--- src/rtl/ctr_src_router.sv ---
module ctr_src_router #(
  parameter int N_GRP     = 3,
  parameter int N_UNIT    = 2,
  parameter int N_CH      = 3,
  parameter int SRC_W     = 5,
  parameter int ADDR_W    = 8,
  parameter int CLK_BASE  = 'h18,
  parameter int GATE_BASE = 'h1B,
  parameter int PRE_DIV   = 4,
  parameter int DEC_DIV   = 10,
  parameter int N_DEC     = 4,
  parameter int FAST_SRC  = 11
) (
  input  logic                                clk,
  input  logic                                rst_n,
  input  logic                                enh_mode,
  input  logic                                wr_en,
  input  logic [ADDR_W-1:0]                   wr_addr,
  input  logic [7:0]                          wr_data,
  input  logic [N_GRP*N_UNIT*N_CH-1:0]        ext_clk,
  input  logic [N_GRP*N_UNIT*N_CH-1:0]        ext_gate,
  output logic [N_GRP*N_UNIT*N_CH-1:0]        clk_out,
  output logic [N_GRP*N_UNIT*N_CH-1:0]        gate_out
);
  localparam int NCHAN  = N_GRP * N_UNIT * N_CH;
  localparam int PW     = $clog2(PRE_DIV);
  localparam int DW     = $clog2(DEC_DIV);
  localparam int N_RATE = N_DEC + 1;

  logic [PW-1:0]       pre_q;
  logic                half_q;
  logic [DW-1:0]       dec_q [N_DEC];
  logic [N_RATE-1:0]   rate;

  assign rate[0] = (pre_q == PW'(PRE_DIV - 1));

  always_ff @(posedge clk) begin
    if (!rst_n) begin
      pre_q  <= '0;
      half_q <= 1'b0;
    end else begin
      pre_q  <= rate[0] ? '0 : pre_q + 1'b1;
      half_q <= ~half_q;
    end
  end

  for (genvar k = 0; k < N_DEC; k++) begin : g_dec
    assign rate[k+1] = rate[k] && (dec_q[k] == DW'(DEC_DIV - 1));
    always_ff @(posedge clk) begin
      if (!rst_n)       dec_q[k] <= '0;
      else if (rate[k]) dec_q[k] <= rate[k+1] ? '0 : dec_q[k] + 1'b1;
    end
  end

  logic [SRC_W-1:0] new_src;
  assign new_src = {enh_mode ? wr_data[7:6] : 2'b00, wr_data[2:0]};

  logic [NCHAN-1:0][SRC_W-1:0] clk_sel, gate_sel;

  always_ff @(posedge clk) begin
    if (!rst_n) begin
      clk_sel  <= '0;
      gate_sel <= '0;
    end else if (wr_en) begin
      for (int i = 0; i < NCHAN; i++) begin
        if (int'(wr_data[5]) == (i / N_CH) % N_UNIT &&
            int'(wr_data[4:3]) == i % N_CH) begin
          if (int'(wr_addr) == CLK_BASE + i / (N_UNIT * N_CH))
            clk_sel[i] <= new_src;
          if (int'(wr_addr) == GATE_BASE + i / (N_UNIT * N_CH))
            gate_sel[i] <= new_src;
        end
      end
    end
  end

  logic [NCHAN-1:0] clk_nx, gate_nx;

  always_comb begin
    for (int i = 0; i < NCHAN; i++) begin
      if (clk_sel[i] == '0)
        clk_nx[i] = ext_clk[i];
      else if (int'(clk_sel[i]) <= N_RATE)
        clk_nx[i] = rate[int'(clk_sel[i]) - 1];
      else if (int'(clk_sel[i]) == FAST_SRC)
        clk_nx[i] = enh_mode & half_q;
      else
        clk_nx[i] = 1'b0;
      gate_nx[i] = (gate_sel[i] == '0) ? 1'b1 :
                   (gate_sel[i] == SRC_W'(1)) ? ext_gate[i] : 1'b0;
    end
  end

  always_ff @(posedge clk) begin
    if (!rst_n) begin
      clk_out  <= '0;
      gate_out <= '1;
    end else begin
      clk_out  <= clk_nx;
      gate_out <= gate_nx;
    end
  end
endmodule


--- config.mk ---
export PLATFORM = sky130hd
export DESIGN_NAME = ctr_src_router
export DESIGN_NICKNAME = d
export VERILOG_FILES = /design/src/rtl/ctr_src_router.sv
export SDC_FILE = /design/constraint.sdc
export NUM_CORES = 1
export LEC_CHECK = 0
export BUFFER_PORTS_ARGS = -buffer_cell sky130_fd_sc_hd__clkbuf_2
export CORE_MARGIN = 2
export CORE_UTILIZATION = 35
export CTS_CLUSTER_DIAMETER = 100
export DETAILED_ROUTE_END_ITERATION = 6
export PLACE_DENSITY = 0.54
export SYNTH_ARGS = -nofsm -noshare
export SYNTH_HDL_FRONTEND = slang
export SYNTH_SLANG_ARGS = --single-unit
--- constraint.sdc ---
create_clock -name clk -period 5.6 [get_ports clk]
set_input_delay 1.4 -clock clk [delete_from_list [all_inputs] [get_ports clk]]
set_output_delay 1.4 -clock clk [all_outputs]
set_load 0.03 [all_outputs]
# Yosys cells after proc, flatten, opt, wreduce, memory -nomap -nowiden
# Memories as Yosys holds them, arrays and structs flattened.
# Index checks and enable logic that the tools add are counted.
[classes]
n_lt_le_gt_ge = 36
div = 0
reduce_logical = 102
n_shift = 0
addsub = 23
n_mux = 148
mul = 0
bitwise = 8
n_eq_ne = 49
[ops]
columns = ["operator", "n"]
rows = [
  ["5-bit logical NOT", 36],
  ["1-bit 2-to-1 mux", 121],
  ["6-bit by 5-bit < comparator with 1-bit output, second input constant", 18],
  ["3-bit AND reduction", 36],
  ["5-bit by 1-bit subtractor with 6-bit output, second input constant", 18],
  ["5-bit by 1-bit == test with 1-bit output, second input constant", 18],
  ["5-bit == test, second input constant", 18],
  ["5-bit by 3-bit <= comparator with 1-bit output, second input constant", 18],
  ["1-bit binary-select mux with 3-bit select", 18],
  ["8-bit by 6-bit == test with 1-bit output, second input constant", 6],
  ["2-bit OR reduction", 19],
  ["4-bit 2-to-1 mux", 8],
  ["4-bit by 1-bit adder with 4-bit output, second input constant", 4],
  ["4-bit == test, second input constant", 4],
  ["1-bit logical AND", 10],
  ["2-bit == test, second input constant", 3],
  ["1-bit bitwise OR", 4],
  ["1-bit NOT", 3],
  ["2-bit by 1-bit adder with 2-bit output, second input constant", 1],
  ["2-bit logical NOT", 1],
  ["2-bit 2-to-1 mux", 1],
  ["1-bit AND", 1],
]
[word_totals]
latchBits = 0
in_bits = 56
n_memories = 1
mem_bits_ro = 0
regBits = 219
ramBits = 16
output_inout_bits = 36
[mem_list]
columns = ["memory", "words", "word_bits", "rd", "rd_clocked_by_memory_dff", "wr", "line", "text"]
rows = [
  ["dec_q", 4, 4, 4, 0, 4, "32", "logic [DW-1:0] dec_q [N_DEC];"],
]

# Longest topological paths before layout
# Gate-level depths: netlist of run 1.
[depth]
ltp_word = 10
mapped_depth = 8
depth_no_buf = 6

# Worst setup path after synthesis of run 1
# No wires, ideal clock.
[synth_timing]
kind = "input to register"
start = "input port wr_addr[5]"
end = "register clk_sel[63] (netlist name)"
arrival_time_ns = 2.953
path_stages = 6
slack_ns = 2.520
required_time_ns = 5.472
path_cell_list = "or4b_4 buf_12 buf_12 nor4_4 mux2i_1 nor2_1"
[synth_via]
elab_chain_len = 2
[synth_lines]
columns = ["item", "line", "text"]
rows = [
  ["start, declared", "18", "input logic [ADDR_W-1:0] wr_addr,"],
  ["8-bit by 6-bit == test with 1-bit output", "68", "if (int'(wr_addr) == CLK_BASE + i / (N_UNIT * N_CH))"],
  ["3-bit AND reduction (no source line)", "-", ""],
  ["end signal, assigned by index", "69", "clk_sel[i] <= new_src;"],
  ["end, declared", "58", "logic [NCHAN-1:0][SRC_W-1:0] clk_sel, gate_sel;"],
]
# No other way between the ends.
# A chain may end at the register's enable or synchronous reset.

# Worst setup path after layout of run 1
[layout_timing]
start = "input port rst_n"
end = "register gate_sel[64] (netlist name)"
[layout_lines]
columns = ["item", "line", "text"]
rows = [
  ["start, declared", "15", "input logic rst_n,"],
  ["end signal, assigned by index", "71", "gate_sel[i] <= new_src;"],
  ["end, declared", "58", ""],
]
# No word-level cell between the ends.

==> results of run 1 <==
==> per-layer routing <==
layer | wire length, um | global-route usage
met5 | 0 | 0
met4 | 587 | 0.04240
met3 | 1838 | 0.03126
met2 | 13240 | 0.2694
met1 | 14080 | 0.2336
==> registers in the layout, summed over array words and instances (netlist names) <==
name      count
half_q        1
dec_q        16
gate_sel     90
clk_out      18
gate_out     18
pre_q         2
clk_sel      90
==> synth_stat cells (all sizes together) (3+ instances only) <==
master,number,area (um2)
a211o,15,131.4
a211oi,10,75.07
a21o,10,75.07
a21oi,23,115.1
a311oi,10,87.58
a31oi,14,87.58
and2,10,62.56
and3b,5,43.79
buf,15,95.09
clkbuf,59,221.5
dfxtp,219,4384
edfxtp,16,480.5
ha,63,788.3
inv,71,266.5
mux2i,180,1802
nand2,44,165.2
nand2b,24,150.1
nand3,7,35.03
nand3b,6,48.80
nand4,32,200.2
nand4b,6,52.55
nor2,237,889.6
nor4,37,508.0
nor4b,5,43.79
nor4bb,5,50.05
o2111ai,18,157.7
o21a,8,60.06
o21ai,36,180.2
o41ai,13,113.9
or2,8,50.05
or4,3,22.52
or4b,4,43.79
xnor2,22,192.7
xor2,4,35.03
==> worst max-delay path by stage <==
stage,depth (start not counted),start,slack (ps),end
CTS,5,rst_n,2720,gate_sel[55]
detailed placement,5,rst_n,2140,gate_sel[55]
floorplan,6,wr_addr[5],2520,clk_sel[63]
global route,5,rst_n,2570,gate_sel[55]
global placement,5,rst_n,2170,gate_sel[40]
finish,5,rst_n,2730,gate_sel[64]
==> layout by cell type (no fill, tap or decap), drive strengths merged, types with 10 or more instances in the layout <==
cell       n
a211o     15
a211oi    10
a21o      10
a21oi     23
a311oi    10
a31oi     14
and2      10
buf       14
clkbuf   130
dfxtp    219
edfxtp    16
ha        63
inv       72
mux2i    180
nand2     44
nand2b    24
nand4     32
nor2     237
nor4      37
o2111ai   18
o21ai     36
o41ai     13
xnor2     22
==> kinds of logic after synthesis <==
family,after synthesis,share of synthesized area
AND/OR/NAND/NOR,442,0.2072
flip-flops,235,0.4111
multiplexers,180,0.1523
AO/OA/AOI/OAI,161,0.09431
buffers and inverters,145,0.04927
adder cells (fa/ha/maj),63,0.06661
XOR/XNOR,26,0.01924
==> report_power, final <==
| group | switching [mW] | total, mW | internal [mW] | leakage [nW] |
|---|---|---|---|---|
| registers | 0.00821 | 1.71 | 1.70 | 1.93 |
| clock network | 0.710 | 1.79 | 1.08 | 0.440 |
| logic | 0.138 | 0.185 | 0.0473 | 3.31 |
==> layout make-up <==
cell class	instances	area [um2]
multi-input combinational	872	6402
antenna	2	5.005
inverter	71	269.0
clock inverter	10	136.4
sequential	235	4865
clock buffer	39	760.7
timing repair buffer	105	560.5
tap	448	560.5
fill	3338	19890
==> metrics by stage <==
step,hold WS [ps],setup WS (ps),total power [mW],utilization,cells
CTS,420.5,2717,3.741,0.4052,1780
detailed placement,412.5,2137,1.938,0.3784,1731
floorplan,399.2,2520,1.862,-,1252
finish,416.8,2728,3.688,0.4054,1782
global route,449.0,2565,3.826,0.4052,1780
global placement,405.5,2166,1.937,0.3784,1731
==> worst register-to-register path: stages (launching register included) <==
cell and delay [ps]:
dfxtp_1 330, ha_1 140, buf_4 310, nand4b_1 320
nor4_4 580, buf_4 360, o2111ai_1 160, a31oi_1 370
==> flow_summary.json, run 1 <==
{
  "status": "finished, final reports clean",
  "cp.required_ps": 6000,
  "r2r-start": "pre_q[0]",
  "grt_usage": 0.1683,
  "max_cap_violations": 0,
  "rsz0062_at_grt": "false",
  "max_slew.worst_pin.slew_ps": 1106,
  "firstDrtPassIters": 5,
  "cts_tree": "yes",
  "clk_pin_slew_ps": 60,
  "finalHoldViolCount": 0,
  "cp_data_arrival_time_ps": 3270,
  "slew_headroom": 0.2626,
  "finalSetupViolCount": 0,
  "hpwl_um": 19040,
  "drv_slew": 0,
  "layout-drive-gt1-share": 0.1351,
  "ys_seq_elements": 235,
  "clockRootBuffer": "clkbuf_16",
  "period_needed_ps": 2872,
  "num_io_pins": 92,
  "die_h_um": 187.9,
  "cp-start-kind": "primary input",
  "drc_errors": 0,
  "worst_path_max_delay_cell": "buf_4",
  "via_count": 9001,
  "cts_resized": 0,
  "grt_pass1_vias": 8807,
  "syn_area_per_cell_um2": 9.452,
  "ys.flop_type": "dfxtp_1",
  "clock_path_buffers": 3,
  "crit_family": "buffers and inverters",
  "crit_top_cell": "buf_4",
  "clock_skew_ps": 12.31,
  "hold_start": "pre_q[0]",
  "ff2ff_path_depth": 7,
  "initial_core_util": 0.3538,
  "whs_path_depth": 1,
  "synthArstFlopShare": 0,
  "die_area_um2": 35300,
  "clock_latency_ps": 550,
  "die_w_um": 187.9,
  "netlist_area_um2": 11830,
  "p_leak_nw": 5.687,
  "synth_edf_count": 16,
  "synth_cells": 1252,
  "antenna_found_initial": 2,
  "r2r_end": "clk_out[12]",
  "clock_sinks": 235,
  "hold_path_class": "reg2reg",
  "grt-ovfl-total": 0,
  "syn2layout_area_growth_pct": 14.58,
  "finalCritPeriodShare": 0.5128,
  "grt_pass1_wl_um": 48040,
  "path_cells": "clkbuf_2 -> buf_4 -> inv_4 -> buf_4 -> nor2_1",
  "htreeDepth": 1,
  "crit_buf_inv": 4,
  "hold_buffers": 0,
  "synth_nets": 1371,
  "coreArea_um2": 33450,
  "power_density_nw_per_um2": 272.0,
  "wirelength_um": 29750,
  "drt_iter0_drc": 463,
  "path_class": "in2reg",
  "min_to": "pre_q[0]",
  "cp_max_fo": 74,
  "endpoint_kind": "flip-flop",
  "dpl_cell_area_um2": 12660,
  "ir_drop_mv": 0.2306,
  "fmax_ghz": 0.3482,
  "r2r_setup_slack_ps": 2900,
  "grt_start_max_net_pins": 75,
  "numCtsBuffers": 27,
  "critical-path-max-stage-delay_ps": 710,
  "fin_area_um2": 13560,
  "wl_per_cell_um": 16.69,
  "ys_seq_area_frac": 0.4111,
  "yosysUniqueCellTypes": 49,
  "nets": 1431,
  "via_per_inst": 5.051,
  "postCtsSetupBuffers": 0,
  "io_buffers": 91,
  "synth_warnings": 0,
  "num_rows": 67,
  "ant_nets": 0,
  "finalSetupTns_ps": 0,
  "gp_congestion": 0.7976
}
Note: power is estimated with default switching activity, not from simulation.
==> run 2: changes to the inputs <==
Settings changed: ABC_AREA set to 1.
Clock period 5.6 ns to 2.8 ns, I/O delays scaled along.
==> flow_summary.json, run 2 <==
{
  "status": "finished, final reports clean",
  "nets": 1663,
  "finalSetupViolCount": 0,
  "grt_usage": 0.1770,
  "p_leak_nw": 5.563,
  "synthSimpleGateAreaFrac": 0.2154,
  "finalPower_mw": 7.383,
  "ys.flop_type": "dfxtp_1",
  "ys_seq_elements": 235,
  "grt-ovfl-total": 0,
  "rsz0062_at_grt": "false",
  "via_count": 9821,
  "coreArea_um2": 31470,
  "die_area_um2": 33350,
  "via_per_inst": 4.995,
  "grt_pass1_wl_um": 47930,
  "synthAdderAreaFrac": 0.07059,
  "max_slew.worst_pin.slew_ps": 706.5,
  "num_rows": 65,
  "diodes": 0,
  "worst_path_max_delay_cell": "edfxtp_1",
  "fin_area_um2": 13120,
  "synth_cells": 1446,
  "worst_slack_ps": 794.2,
  "ant_nets": 0,
  "synth_xor_area_frac": 0.01647,
  "p_comb_frac": 0.050,
  "critical-path-max-stage-delay_ps": 410,
  "crit_top_cell": "nand2_1",
  "hold_path_class": "in2reg",
  "synth.most_common_cell": "nand2_1",
  "crit_buf_inv": 2,
  "synthArstFlopShare": 0,
  "synthMuxAreaShare": 0,
  "clock_path_buffers": 3,
  "hold_buffers": 0,
  "cp.required_ps": 3210,
  "fin_cells": 1966,
  "ys_top_cells_by_count": "nand2_1 (231), a21oi_1 (221), dfxtp_1 (219), o21ai_0 (171), inv_1 (128)",
  "ir_drop_mv": 0.3769,
  "io_buffers": 91,
  "final_cell_mix": "nand2_1 (231), a21oi_1 (221), dfxtp_1 (219)",
  "syn2layout_area_growth_pct": 17.49,
  "hold_start": "ext_gate[15]",
  "synth-compound-area-share": 0.1936,
  "wirelength_um": 29440,
  "wl_per_cell_um": 14.98,
  "clock_skew_ps": 20.31,
  "p_sw_mw": 1.700,
  "cts_tree": "yes",
  "dpl_cell_area_um2": 12200,
  "clk_pin_slew_ps": 60,
  "cp_max_fo": 9,
  "yosysUniqueCellTypes": 38,
  "slew_headroom": 0.5285,
  "finalSetupTns_ps": 0,
  "synth.area.top_cells": "dfxtp_1 (39%), a21oi_1 (9.9%), nand2_1 (7.8%)",
  "seq_power_share": 0.464,
  "drt_iter0_drc": 493,
  "yosys.area.top_type": "dfxtp_1",
  "cts_resized": 0,
  "crit_family": "simple AND/OR/NAND/NOR gates",
  "path_class": "reg2reg",
  "die_w_um": 182.6,
  "hpwl_um": 20150,
  "synth_warnings": 0,
  "final_common_cell": "nand2_1",
  "layout-drive-gt1-share": 0.1362,
  "cp-start-kind": "flip-flop",
  "clockRootBuffer": "clkbuf_16",
  "endpoint_kind": "flip-flop",
  "path_cells": "inv_1 -> ha_1 -> nand3_1 -> buf_4 -> a21oi_1 -> nand2_1 -> nand2_1 -> nand2_1 -> nand2_1 -> nand3_1 -> a21oi_1",
  "power_density_nw_per_um2": 562.8,
  "ys_seq_area_frac": 0.4356,
  "antenna_found_initial": 0,
  "switching_share": 0.2303,
  "numCtsBuffers": 27,
  "max_cap_violations": 0,
  "finalHoldViolCount": 0,
  "fmax_ghz": 0.4986,
  "clock_latency_ps": 530,
  "firstDrtPassIters": 5,
  "syn_area_per_cell_um2": 7.723,
  "period_needed_ps": 2006,
  "synth.top_cell.area_share": 0.3926,
  "clock_power_share": 0.486,
  "synth_nets": 1565,
  "drv_slew": 0,
  "gp_congestion": 0.8054,
  "netlist_area_um2": 11170,
  "cp_data_arrival_time_ps": 2420,
  "critPathLaunch": "dec_q[2][1]",
  "postCtsSetupBuffers": 0,
  "die_h_um": 182.6,
  "synth_top_family_by_area": "simple AND/OR/NAND/NOR gates",
  "synth_edf_count": 16,
  "reg_top3": "clk_sel x90, gate_sel x90",
  "r2r-start": "dec_q[2][1]",
  "finalCritPeriodShare": 0.7164,
  "clock_sinks": 235,
  "grt_pass1_vias": 9164,
  "dp_slack_ps": 603.0,
  "num_io_pins": 92,
  "p_int_mw": 5.683,
  "dp.cells": 1917,
  "grt_start_max_net_pins": 82,
  "initial_core_util": 0.3548,
  "drc_errors": 0,
  "htreeDepth": 1
}
[run 2: area by class of cell]
type	instances	area, um2
clock buffer	38	797.0
clock inverter	11	118.9
fill	3228	18350
inverter	144	544.3
multi-input combinational	1013	5544
sequential	235	4865
tap	402	503.0
timing repair buffer	123	748.2
[run 2: path summary, 6_finish.rpt]
kind	endpoint	slack, ps	depth (start not counted)
setup / recovery	clk_out[3]	790	11
hold reg to reg	half_q	410	1
hold / removal	gate_out[15]	370	3
setup reg to reg	clk_out[3]	790	11
[run 2: logic make-up (layout without fill, tap and decap cells)]
group           Yosys count  count (layout)
simple gates            510             510
flops                   235             235
compound gates          419             419
fa+ha+maj                63              63
xor+xnor                 21              21
buf+inv                 198             316
[run 2: worst reg2reg max path, cell delays in order (launching register included)]
cell      delay, ps
edfxtp_1        410
inv_1            80
ha_1            130
nand3_1         300
buf_4           290
a21oi_1         120
nand2_1          60
nand2_1          60
nand2_1          50
nand2_1          60
nand3_1          60
a21oi_1         280
[run 2: metrics by stage]
stage	utilization	hold WS (ps)
2_1_floorplan	-	392.4
3_3_place_gp	0.3878	401.7
3_5_place_dp	0.3878	408.9
4_1_cts	0.4169	356.1
5_1_grt	0.4169	378.8
6_report	0.4169	373.4
[run 2: layer usage]
metal,track usage,wire [um],vias up
li1,-,-,5095
met1,0.2516,14790,4497
met2,0.2849,12840,187
met3,0.02235,1257,42
met4,0.04323,555,0
met5,0,0,-
[run 2: power by group through the flow]
stage                     Combinational [mW]  Clock [mW]  Sequential (mW)
after floorplan                        0.169           0             3.52
after global placement                 0.372           0             3.50
after detailed placement               0.375           0             3.50
after CTS                              0.376        3.68             3.42
after global routing                   0.406        3.81             3.43
final                                  0.372        3.59             3.42
==> run 3: changes to the inputs <==
Settings changed: PLACE_DENSITY 0.54 to 0.56.
Clock period 2.8 ns to 1.7 ns, I/O delays scaled along.
==> flow_summary.json, run 3 (synthesized netlist as in run 2, its figures left out) <==
{
  "grt-ovfl-total": 0,
  "fmax_ghz": 0.5820,
  "max_cap_violations": 0,
  "nets": 1725,
  "clockRootBuffer": "clkbuf_16",
  "antenna_found_initial": 0,
  "grt_start_max_net_pins": 69,
  "finalPower_mw": 12.48,
  "p_leak_nw": 5.953,
  "gp_congestion": 0.7970,
  "critical-path-max-stage-delay_ps": 380,
  "clock_sinks": 235,
  "final_cell_mix": "nand2_1 (224), dfxtp_1 (219), a21oi_1 (209)",
  "drc_errors": 0,
  "status": "complete, but fails checks",
  "final_common_cell": "nand2_1",
  "die_h_um": 182.6,
  "reg_top3": "clk_sel x90, gate_sel x90",
  "dpl_cell_area_um2": 12710,
  "r2r-start": "dec_q[0][1]",
  "cp_max_fo": 8,
  "max_slew.worst_pin.slew_ps": 411.8,
  "dp_slack_ps": -58.28,
  "via_count": 10180,
  "dp.cells": 1973,
  "wirelength_um": 30470,
  "firstDrtPassIters": 5,
  "hold_start": "ext_gate[10]",
  "hpwl_um": 20340,
  "cp.required_ps": 2160,
  "die_w_um": 182.6,
  "ir_drop_mv": 0.8834,
  "htreeDepth": 1,
  "drv_slew": 0,
  "crit_family": "simple AND/OR/NAND/NOR gates",
  "critPathLaunch": "dec_q[0][1]",
  "path_class": "reg2reg",
  "drt_iter0_drc": 589,
  "fin_area_um2": 13880,
  "num_rows": 65,
  "layout-drive-gt1-share": 0.1875,
  "power_density_nw_per_um2": 898.6,
  "grt_pass1_vias": 9448,
  "via_per_inst": 5.018,
  "finalHoldViolCount": 0,
  "clock_path_buffers": 3,
  "wl_per_cell_um": 15.01,
  "cp_data_arrival_time_ps": 2180,
  "rsz0062_at_grt": "true",
  "worst_slack_ps": -18.32,
  "initial_core_util": 0.3548,
  "ant_nets": 0,
  "cts_tree": "yes",
  "grt_pass1_wl_um": 48580,
  "die_area_um2": 33350,
  "numCtsBuffers": 27,
  "clk_pin_slew_ps": 60,
  "finalCritPeriodShare": 1.011,
  "fin_cells": 2029,
  "clock_skew_ps": 7.215,
  "diodes": 0,
  "endpoint_kind": "flip-flop",
  "coreArea_um2": 31470,
  "grt_usage": 0.1792,
  "path_cells": "inv_1 -> ha_2 -> nand4_1 -> nor2_4 -> buf_6 -> buf_12 -> nand2_1 -> nand2_1 -> nand2_1 -> nand2_1 -> nand3_2 -> a21oi_2",
  "period_needed_ps": 1718,
  "clock_latency_ps": 540,
  "worst_path_max_delay_cell": "edfxtp_1",
  "syn2layout_area_growth_pct": 24.34,
  "finalSetupViolCount": 1,
  "violations": "negative setup slack",
  "num_io_pins": 92,
  "hold_path_class": "in2reg",
  "slew_headroom": 0.7229,
  "cp-start-kind": "flip-flop",
  "io_buffers": 91,
  "crit_top_cell": "nand2_1",
  "crit_buf_inv": 3,
  "hold_buffers": 0,
  "finalSetupTns_ps": -18.32
}
[run 3: cell types whose count changed in the layout (fill, tap and decap cells not counted), sizes merged]
cell / previous run / this run
inv: 140 / 141
bufinv: 2 / 4
buf: 33 / 94
clkinvlp: 1 / 0
[run 3: final timing paths]
kind	to	slack [ps]	depth (start not counted)
min	gate_out[10]	90	3
min reg2reg	half_q	410	1
max reg2reg	clk_out[7]	-20	12
max	clk_out[7]	-20	12
[run 3: power by group]
| part | switching [mW] | internal (mW) |
|---|---|---|
| Clock | 2.37 | 3.77 |
| Sequential | 0.0237 | 5.62 |
| Combinational | 0.458 | 0.233 |
[run 3: layout make-up]
type | count | area [um2]
fillers | 3151 | 17590
repair buffers | 185 | 1345
clock inverters | 13 | 167.7
inverters | 144 | 546.8
flip-flops and latches | 235 | 4865
multi-input cells | 1013 | 5684
clock buffers | 37 | 773.2
well taps | 402 | 503.0
[run 3: repair_timing]
| action | 4_1_cts | 5_1_grt |
|---|---|---|
| buffers inserted | 2 | 3 |
| gates resized for setup | 7 | 40 |
| setup endpoints to repair | 15 | 38 |
| cloned | 0 | 2 |
| pin swaps | 3 | 15 |
[run 3: worst min-delay path, stage by stage]
cell	delay (ps)
clkbuf_2	70
o21ai_0	60
nand2_1	50
[run 3: layer usage]
metal	vias up	wire length (um)	GRT usage	part of all wire
met3	52	1225	0.02435	0.040
met4	0	724	0.04323	0.024
li1	5226	-	-	-
met5	-	0	0	0
met1	4709	14990	0.2523	0.49
met2	194	13530	0.2903	0.44
[run 3: stage by stage]
step	util	hold WS, ps
6_report	0.4411	92.14
5_1_grt	0.4411	86.96
4_1_cts	0.4346	72.79
3_5_place_dp	0.4039	406.7
3_3_place_gp	0.4039	401.3
2_1_floorplan	-	392.4
